[config.mk]
export PLATFORM = sky130hd
export DESIGN_NAME = fracn_sdm
export DESIGN_NICKNAME = d
export VERILOG_FILES = /design/src/rtl/sdm_pkg.sv /design/src/rtl/sdm_cfg.sv /design/src/rtl/sdm_accum.sv /design/src/rtl/sdm_shaper.sv /design/src/rtl/fracn_sdm.sv
export SDC_FILE = /design/constraint.sdc
export NUM_CORES = 1
export LEC_CHECK = 0
export ABC_AREA = 1
export CELL_PAD_IN_SITES_DETAIL_PLACEMENT = 2
export CELL_PAD_IN_SITES_GLOBAL_PLACEMENT = 2
export CORE_MARGIN = 2
export CORE_UTILIZATION = 34
export DETAILED_ROUTE_END_ITERATION = 7
export PLACE_DENSITY = 0.79
export SLEW_MARGIN = 0
export SYNTH_ARGS = -nofsm -noshare
export SYNTH_HDL_FRONTEND = slang
export SYNTH_HIERARCHICAL = 1
export SYNTH_SLANG_ARGS = --single-unit
[constraint.sdc]
create_clock -name clk -period 11.31 [get_ports clk]
set_clock_uncertainty 0.1 [all_clocks]
set_input_delay 2.262 -clock clk [delete_from_list [all_inputs] [get_ports clk]]
set_output_delay 2.262 -clock clk [all_outputs]
set_load 0.1 [all_outputs]
[src/rtl/sdm_pkg.sv]
package sdm_pkg;
  localparam int SDM_MOD_W     = 11;
  localparam int SDM_INT_W     = 7;
  localparam int SDM_ORDER     = 3;
  localparam int SDM_OFS_W     = 4;
  localparam int SDM_RATIO_MIN = 21;
  localparam int SDM_RATIO_MAX = 123;

  typedef logic signed [SDM_OFS_W-1:0] sdm_ofs_t;
endpackage

[src/rtl/sdm_cfg.sv]
module sdm_cfg #(
  parameter int MOD_W   = 11,
  parameter int INT_W   = 7,
  parameter int INT_RST = 21
) (
  input  logic             clk,
  input  logic             rst_n,
  input  logic             load,
  input  logic [INT_W-1:0] int_in,
  input  logic [MOD_W-1:0] num_in,
  input  logic [MOD_W-1:0] mod_in,
  output logic [INT_W-1:0] int_q,
  output logic [MOD_W-1:0] num_q,
  output logic [MOD_W-1:0] mod_q
);
  logic [MOD_W-1:0] mod_fix;
  logic [MOD_W-1:0] num_fix;

  // Sanitise the settings: a zero modulus becomes 1, and the numerator is held below the modulus
  always_comb begin
    mod_fix = (mod_in == '0) ? MOD_W'(1) : mod_in;
    num_fix = (num_in >= mod_fix) ? (mod_fix - MOD_W'(1)) : num_in;
  end

  always_ff @(posedge clk) begin
    if (!rst_n) begin
      int_q <= INT_W'(INT_RST);
      num_q <= '0;
      mod_q <= MOD_W'(1);
    end else if (load) begin
      int_q <= int_in;
      num_q <= num_fix;
      mod_q <= mod_fix;
    end
  end

  assert_num_below_mod_R8: assert property (@(posedge clk) disable iff (!rst_n)
    num_q < mod_q);
  assert_mod_nonzero_R8: assert property (@(posedge clk) disable iff (!rst_n)
    mod_q != '0);
endmodule

[src/rtl/sdm_accum.sv]
module sdm_accum #(
  parameter int MOD_W = 11
) (
  input  logic             clk,
  input  logic             rst_n,
  input  logic             clr,
  input  logic             step,
  input  logic [MOD_W-1:0] inc,
  input  logic [MOD_W-1:0] modulus,
  output logic [MOD_W-1:0] resid,
  output logic             carry
);
  localparam int SUM_W = MOD_W + 1;

  logic [MOD_W-1:0] acc_q;
  logic [SUM_W-1:0] sum;
  logic [SUM_W-1:0] wrapped;

  always_comb begin
    sum     = {1'b0, acc_q} + {1'b0, inc};
    wrapped = sum - {1'b0, modulus};
    carry   = (sum >= {1'b0, modulus});
    resid   = carry ? wrapped[MOD_W-1:0] : sum[MOD_W-1:0];
  end

  always_ff @(posedge clk) begin
    if (!rst_n)     acc_q <= '0;
    else if (clr)   acc_q <= '0;
    else if (step)  acc_q <= resid;
  end

  // The stored residue stays below the modulus
  assert_acc_below_mod_R3: assert property (@(posedge clk) disable iff (!rst_n)
    acc_q < modulus);
  assert_acc_frozen_R9: assert property (@(posedge clk) disable iff (!rst_n)
    (!step && !clr) |=> $stable(acc_q));
endmodule

[src/rtl/sdm_shaper.sv]
module sdm_shaper
  import sdm_pkg::*;
(
  input  logic       clk,
  input  logic       rst_n,
  input  logic       clr,
  input  logic       step,
  input  logic [2:0] carry,
  output sdm_ofs_t   offset
);
  logic c2_d;
  logic c3_d;
  logic c3_dd;
  int   sum_i;

  // First, second and third difference terms of the three carries
  always_comb begin
    sum_i  = int'(carry[0])
           + int'(carry[1]) - int'(c2_d)
           + int'(carry[2]) - 2 * int'(c3_d) + int'(c3_dd);
    offset = sdm_ofs_t'(sum_i);
  end

  always_ff @(posedge clk) begin
    if (!rst_n || clr) begin
      c2_d  <= 1'b0;
      c3_d  <= 1'b0;
      c3_dd <= 1'b0;
    end else if (step) begin
      c2_d  <= carry[1];
      c3_d  <= carry[2];
      c3_dd <= c3_d;
    end
  end

  assert_ofs_range_R5: assert property (@(posedge clk) disable iff (!rst_n)
    step |-> (offset >= -3 && offset <= 4));
  assert_hist_shift_R3: assert property (@(posedge clk) disable iff (!rst_n)
    (step && !clr) |=> (c3_dd == $past(c3_d)));
endmodule

[src/rtl/fracn_sdm.sv]
module fracn_sdm
  import sdm_pkg::*;
#(
  parameter int MOD_W     = SDM_MOD_W,
  parameter int INT_W     = SDM_INT_W,
  parameter int RATIO_MIN = SDM_RATIO_MIN,
  parameter int RATIO_MAX = SDM_RATIO_MAX
) (
  input  logic             clk,
  input  logic             rst_n,
  input  logic             cfg_load,
  input  logic [INT_W-1:0] cfg_int,
  input  logic [MOD_W-1:0] cfg_num,
  input  logic [MOD_W-1:0] cfg_mod,
  input  logic             stb_valid,
  output logic             stb_ready,
  output logic             div_valid,
  input  logic             div_ready,
  output logic [INT_W-1:0] div_ratio
);
  localparam int ORDER = SDM_ORDER;

  logic [INT_W-1:0]            int_q;
  logic [MOD_W-1:0]            num_q;
  logic [MOD_W-1:0]            mod_q;
  logic                        fire;
  logic [ORDER:0][MOD_W-1:0]   chain;
  logic [ORDER-1:0]            carry;
  sdm_ofs_t                    offset;
  int                          raw_i;
  logic [INT_W-1:0]            ratio_next;

  sdm_cfg #(.MOD_W(MOD_W), .INT_W(INT_W), .INT_RST(RATIO_MIN)) u_cfg (
    .clk(clk), .rst_n(rst_n), .load(cfg_load),
    .int_in(cfg_int), .num_in(cfg_num), .mod_in(cfg_mod),
    .int_q(int_q), .num_q(num_q), .mod_q(mod_q)
  );

  // Strobe handshake: a load blocks it; a waiting value blocks it unless it leaves now
  assign stb_ready = (!div_valid || div_ready) && !cfg_load;
  assign fire      = stb_valid && stb_ready;
  assign chain[0]  = num_q;

  for (genvar g = 0; g < ORDER; g++) begin : g_stage
    sdm_accum #(.MOD_W(MOD_W)) u_acc (
      .clk(clk), .rst_n(rst_n), .clr(cfg_load), .step(fire),
      .inc(chain[g]), .modulus(mod_q),
      .resid(chain[g+1]), .carry(carry[g])
    );
  end

  sdm_shaper u_shape (
    .clk(clk), .rst_n(rst_n), .clr(cfg_load), .step(fire),
    .carry(carry), .offset(offset)
  );

  always_comb begin
    raw_i = int'(int_q) + int'(offset);
    if (raw_i < RATIO_MIN)      ratio_next = INT_W'(RATIO_MIN);
    else if (raw_i > RATIO_MAX) ratio_next = INT_W'(RATIO_MAX);
    else                        ratio_next = INT_W'(raw_i);
  end

  always_ff @(posedge clk) begin
    if (!rst_n) begin
      div_valid <= 1'b0;
      div_ratio <= INT_W'(RATIO_MIN);
    end else if (cfg_load) begin
      div_valid <= 1'b0;
    end else if (fire) begin
      div_valid <= 1'b1;
      div_ratio <= ratio_next;
    end else if (div_ready) begin
      div_valid <= 1'b0;
    end
  end

  assert_hold_R9: assert property (@(posedge clk) disable iff (!rst_n)
    (div_valid && !div_ready && !cfg_load) |=> (div_valid && $stable(div_ratio)));
  assert_range_R6: assert property (@(posedge clk) disable iff (!rst_n)
    div_valid |-> (div_ratio >= INT_W'(RATIO_MIN) && div_ratio <= INT_W'(RATIO_MAX)));
  assert_load_drops_R7: assert property (@(posedge clk) disable iff (!rst_n)
    cfg_load |=> !div_valid);
  assert_take_R10: assert property (@(posedge clk) disable iff (!rst_n)
    (stb_valid && stb_ready) |=> div_valid);
  assert_last_resid_R3: assert property (@(posedge clk) disable iff (!rst_n)
    fire |-> (chain[ORDER] < mod_q));
endmodule

==> results, run 1 <==
- The post-synth net total is 1544.
- The number of antenna repair diodes is 0.
- The flow ran to the end, and the final reports show no timing, DRC or antenna violations.
- Tracing the worst setup path back leads to its startpoint at u_cfg/num_q[0]$_SDFFE_PN0P_.
- The floorplan step set the die height to 165 µm.
- The first TritonRoute pass finished after 4 iterations.
- The estimated wirelength of the detail-placed design is 26.0 mm.
- The startpoint identified for the worst hold timing path is div_ratio[5]$_SDFFE_PN0P_.
- The cell at the root of the clock tree is clkbuf_16.
- The type of the worst setup path is reg -> reg.
- The number of top-level pins is 43.
- The kind of path behind the tightest hold check is reg -> reg.
- STA classifies the critical path endpoint as a flip-flop.
- The routed design uses 15.8 mm of met2 wire.
- Input and output buffers added on the ports amount to 42.
- The count of final hold-check violations came to 0.
- The highest net fanout along the worst path is 8.
- The final route contains 8903 vias.
- In the routed design, unresolved DRC markers number 0.
- Static timing analysis puts the maximum clock frequency at 96.3 MHz.
- After synthesis, the mean cell area works out to 6.22 µm².
- The weighted congestion reported at the end of routability-driven placement is 0.828.
- The area of the die is 27100 µm².
- The initial antenna violation count is 0.
- Counting every sink on the clock net gives 73.
- Dividing the detail-routed wire length by the instance count gives 17.8 µm.
- The largest stage delay on the critical path is 0.45 ns.
- The number of warnings issued by yosys is 6.
- The worst register-to-register path begins at u_cfg/num_q[0]$_SDFFE_PN0P_.
- The antenna violation net count after detailed routing is 0.
- After floorplanning, the core was sized to cover 25300 µm².
- Counting tap cells, the placed design contains a total of 1759 instances.
- The clock tree from TritonCTS is built.
- The number of rows created at floorplan is 58.
- Once the floorplan was initialized, standard cells occupied 34.7% of the core.
- The transition at the pin with the smallest max-transition slack is 1.23 ns.
- The die is 165 µm wide.
- The area growth from synthesis to final layout is 11.6%.
- The clock transition at the register clock pins on the worst setup and hold paths after CTS is 0.07 ns.
- The non-filler instance count after layout is 1780.
- The number of global-route vias before repair is 9521.
- After detailed routing, the total wire length is 31.7 mm.
- The final period utilization is 91.8%.
- The worst-skew pair later-pin latency is 0.36 ns.
- In the final routing, the length of wire on met1 measures 14.9 mm.
- Data arrives at the worst endpoint at 10.56 ns.
- The longest clock path from root to sink contains 2 buffers.
- The number of vias per cell after detailed routing is 5.00.
- The net count of the finished layout is 1581.
- CTS built an H-tree with a depth of 3.
- The slowest stage cell on the critical path is fa_1.
- In this run, the number of DRC markers left after iteration 0 of detailed routing was 321.
- The max-cap violation count is 0.
- In the final layout, the share of cells above drive strength 1 is 11.0%.
- The normalized max-slew margin is 18.2%.
- Entering global routing, the biggest net connects 75 pins.
- The wire length of the first global-routing pass is 50.5 mm.
- The total track usage is 24.0%.
- The final setup violation count is 0.
- The most numerous cell on the critical path is nand2_1.
- Data on the critical path is required at its endpoint by 11.49 ns.
- Counting both buffers and inverters, the worst setup path holds a total of 7.
- The worst setup path is launched from a flip-flop.
- The routed design uses 550 µm of met3 wire.
- The area of the mapped netlist is 8760 µm².
- The total of hold buffers inserted after clock tree synthesis is 0.
- Synthesis produced 1409 cells.
- The uppermost layer routed is met4.
- The minimum clock period is 10.39 ns.
- The category of cells accounting for the largest share of critical-path delay is simple AND/OR/NAND/NOR gates.
- The number of max-slew violations in the final report is 0.
- The clock buffer count from CTS is 9.
- The global-route congestion overflow total is 0.
- In the final timing run, aggregate negative setup slack is 0 ns.
[timing repair]
action,4_1_cts,5_1_grt
endpoints found under the setup margin,0,7
setup buffers,0,6
resized for setup,0,7
[through the flow]
| stage | util [%] | hold slack [ns] | cell area, µm² | worst slack, ns |
|---|---|---|---|---|
| 4_1_cts | 38.5 | 0.375 | 9710 | 0.285 |
| 3_3_place_gp | 37.3 | 0.357 | 9420 | 0.676 |
| 6_report | 38.7 | 0.369 | 9780 | 0.923 |
| 2_1_floorplan | - | 0.333 | 8760 | 1.96 |
| 5_1_grt | 38.7 | 0.404 | 9780 | -0.00438 |
| 3_5_place_dp | 37.3 | 0.365 | 9420 | 0.350 |
[area by class of cell]
class / instances / area, µm²
clock inverter: 6 / 67.6
tap: 330 / 413
clock buffer: 9 / 225
fill: 3185 / 15500
sequential: 73 / 1460
timing repair buffer: 51 / 488
multi-input combinational: 1069 / 6200
inverter: 242 / 918
[worst paths after layout]
| check | endpoint | cells after the start | slack [ns] |
|---|---|---|---|
| worst max-delay path | div_ratio[5]$_SDFFE_PN0P_ | 69 | 0.92 |
| worst min-delay path | div_ratio[5]$_SDFFE_PN0P_ | 2 | 0.37 |
| worst max register to register | div_ratio[5]$_SDFFE_PN0P_ | 69 | 0.92 |
| worst min register to register | div_ratio[5]$_SDFFE_PN0P_ | 2 | 0.37 |
[cells in the final DEF (no fill, tap or decap), types with 8 or more instances in the layout]
cell,instances
nand2_1,415
inv_1,230
nor2_1,152
nand3_1,102
ha_1,90
dfxtp_1,73
a21oi_1,57
clkdlybuf4s50_1,42
nand4_1,39
nand3_2,29
o21ai_0,27
nand2_4,25
nor2_2,22
xor2_1,22
nand2_2,21
a21oi_2,15
xnor2_1,11
clkbuf_16,9
buf_4,9
inv_2,8
[state kept, by name, indices dropped and copies added, names as in the netlist]
| name | count |
|---|---|
| g_stage.u_acc/acc_q | 33 |
| u_cfg/mod_q | 11 |
| u_cfg/num_q | 11 |
| div_ratio | 7 |
| u_cfg/int_q | 7 |
| div_valid | 1 |
| u_shape/c2_d | 1 |
| u_shape/c3_d | 1 |
| u_shape/c3_dd | 1 |
[worst reg2reg max path: cells and delay by family (launching register included)]
| kind | cells | cell delay, ns |
|---|---|---|
| XOR/XNOR | 1 | 0.16 |
| flip-flops | 1 | 0.31 |
| AO/OA/AOI/OAI | 4 | 0.63 |
| adder cells (fa/ha/maj) | 11 | 3.75 |
| AND/OR/NAND/NOR | 46 | 4.75 |
| buffers and inverters | 7 | 0.62 |
[metal layers]
layer	global-route usage, %	vias up
li1	-	4496
met4	5.69	0
met2	43.6	83
met1	30.7	4304
met5	0	-
met3	2.11	20
Power of run 1 is not shown: default switching activity piles up to over one toggle a cycle in this logic, so the estimate is an artifact.
==> inputs of run 2 (changes only) <==
Settings changed: CAP_MARGIN from default to 30.
Clock period 11.31 ns to 11.25 ns, I/O delays scaled along.
==> run 2 against run 1 <==
Net effect:
- wire length rose by 0.41%
- non-clock buffer count up 4
- highest routed layer unchanged
- hold slack got worse by 0.00097 ns
- critical path type unchanged
- largest cell class unchanged
==> results, run 2 (synthesis gave the netlist of run 1 again) <==
- In the final layout, the registers with the most flip-flops are g_stage.u_acc/acc_q: 33 flops, u_cfg/mod_q: 11 flops, u_cfg/num_q: 11 flops.
- The non-filler instance count after layout was 1784 (+0.22%).
- The number of max-slew violations in the final report is 0 (unchanged).
- The antenna violation net count after detailed routing was 0 (unchanged).
- The critical path arrival was 10.49 ns (-0.07 ns).
- The global-route congestion overflow total is 0 (unchanged).
- The number of rows created at floorplan is 58 (unchanged).
- The type of origin of the critical path is a flip-flop.
- The number of flip-flops under the largest register name is 33 (unchanged).
- The total placed instance area came to 9460 µm² (+0.45%).
- The total vias in the final route is 8946 (+0.48%).
- The maximum root-to-sink buffer count is 2 (unchanged).
- The buffering stage count on the worst path with inverters included was 6 (-1).
- The number of vias per cell after detailed routing came to 5.01 (+0.26%).
- The largest stage delay on the critical path was 0.46 ns (about the same).
- The worst setup slack after layout is 0.901 ns (-0.0225 ns).
- The number of placed instances with taps included is 1761 (+0.11%).
- The die height is 165 µm (unchanged).
- The final setup violation count is 0 (unchanged).
- The tree is rooted in a clkbuf_16.
- The required time reported for the critical path endpoint is 11.39 ns (-0.10 ns).
- The transition at the pin with the smallest max-transition slack is 0.975 ns (-0.250 ns).
- The pre-CTS setup slack is 0.293 ns (-0.0569 ns).
- The post-detailed-route wirelength per cell was 17.9 µm (+0.19%).
- The number of top-level pins is 43 (unchanged).
- The run finished with clean final reports.
- The area of the die is 27100 µm² (unchanged).
- The worst hold path cell count was 2 (unchanged).
- The final design utilization is 39.2% (+0.48 points).
- The top register by number of flip-flops is g_stage.u_acc/acc_q.
- The estimated wirelength of the detail-placed design is 26.2 mm (+0.65%).
- The wire length of the first global-routing pass is 50.6 mm (+0.18%).
- The achievable clock frequency is 96.6 MHz (+0.36%).
- The fraction of met3 tracks used by global routing was 2.24% (+0.13 points).
- The setup path with the least slack is of type reg -> reg.
- The number of remaining DRC errors is 0 (unchanged).
- The leading cell type in the layout, fill and taps excluded is nand2_1.
- The number of global-route vias before repair is 9623 (+1.1%).
- The worst-skew pair later-pin latency came to 0.35 ns (about the same).
- The max-cap violation count is 0 (unchanged).
- The slowest stage cell on the critical path is fa_1.
- The post-detailed-routing wire length is 31.9 mm (+0.41%).
- The count of final hold-check violations came to 0 (unchanged).
- The kind of path behind the tightest hold check is reg -> reg.
- The minimum clock period is 10.35 ns (-0.0375 ns).
- The total number of nets in the final design is 1585 (+0.25%).
- The met1 capacity usage during global routing came to 30.4% (-0.31 points).
- TritonCTS built the clock tree.
- The share of cells above drive strength 1 is 11.9% (+0.86 points).
- The area inside the core boundary was 25300 µm² (unchanged).
- The logic depth of the worst setup path including buffers was 68 (-1.4%).
- From synthesis to final layout, the design area changed by 12.9%.
- The highest net fanout along the worst path was 8 (unchanged).
- The number of antenna repair diodes is 0 (unchanged).
- The first-pass detailed-route iteration total came to 5 (+1).
- The number of cells on the worst reg-to-reg path is 68 (-1.4%).
- The weighted congestion reported at the end of routability-driven placement is 0.851 (+2.7%).
- The kind of cell with the highest combined delay along the critical path is simple AND/OR/NAND/NOR gates.
- The most numerous cell on the critical path is nand2_1.
- The count of buffers from port buffering is 42 (unchanged).
- The clock buffer count from CTS is 9 (unchanged).
- The total track usage is 24.0% (about the same).
- The met2 routing resource usage after global routing came to 43.1% (-0.51 points).
- The DRC violation total after the first TritonRoute iteration came to 375 (+17%).
- The library cells used most frequently in the layout, excluding fill and tap cells, are 412 x nand2_1, 230 x inv_1, 152 x nor2_1, 101 x nand3_1, 86 x ha_1.
- The initial core utilization came to 34.7% (unchanged).
- The normalized max-slew margin is 34.8% (+17 points).
- The endpoint type of the worst setup path is a flip-flop.
- The post-route cell area came to 9900 µm² (+1.2%).
- After global routing, the most crowded layer is met2.
- The clock transition at the register clock pins on the worst setup and hold paths after CTS came to 0.07 ns (about the same).
- The maximum number of pins on one net before global-route repair is 75 (unchanged).
- The final period utilization was 92.0% (+0.16 points).
- The total of hold buffers inserted after clock tree synthesis is 0 (unchanged).
- The floorplan die width came to 165 µm (unchanged).
- The total number of clock tree sinks is 73 (unchanged).
- The initial antenna violation count was 0 (unchanged).
- The level count of the clock H-tree is 3 (unchanged).
==> run 2: changes by cell type in the layout (fill, tap and decap cells not counted), moves of 2 or more <==
cell and delta:
buf_4 +2, ha_1 -4, ha_2 +3, nand2_1 -3, nand2_2 +3
==> run 2: layer usage <==
layer | up-vias | part of all wire [%]
li1 | 4505 | -
met1 | 4316 | 46
met2 | 89 | 49
met3 | 36 | 2.0
met4 | 0 | 2.2
met5 | - | 0
==> run 2: path summary, 6_finish.rpt <==
path / slack [ns] / to / from
setup / recovery: 0.90 / div_ratio[2]$_SDFFE_PN1P_ / u_cfg/num_q[0]$_SDFFE_PN0P_
hold / removal: 0.37 / div_ratio[1]$_SDFFE_PN0P_ / div_ratio[1]$_SDFFE_PN0P_
setup reg to reg: 0.90 / div_ratio[2]$_SDFFE_PN1P_ / u_cfg/num_q[0]$_SDFFE_PN0P_
hold reg to reg: 0.37 / div_ratio[1]$_SDFFE_PN0P_ / div_ratio[1]$_SDFFE_PN0P_
==> run 2: cell type report <==
class                   count  area, µm²
multi-input cells        1069       6240
clock inverters             6       90.1
repair buffers             55        546
fillers                  3189      15400
well taps                 330        413
flip-flops and latches     73       1460
inverters                 242        918
clock buffers               9        225
==> run 2: what timing repair did <==
item	in CTS	in global routing
setup buffers	0	8
resized for setup	0	17
setup endpoints to repair	0	7
hold endpoints to repair	0	0
==> run 2: stage by stage <==
step,hold WS (ns),setup TNS [ns]
after floorplan,0.333,0
after global placement,0.357,0
after detailed placement,0.359,0
after CTS,0.372,0
after global routing,0.386,-0.0250
final,0.368,0
==> run 2: worst min-delay path, cell delays in order, from the launching register on <==
cell,delay [ns]
dfxtp_1,0.31
nand2_1,0.06
a21oi_1,0.05
Power of run 2 is left out for the same reason.
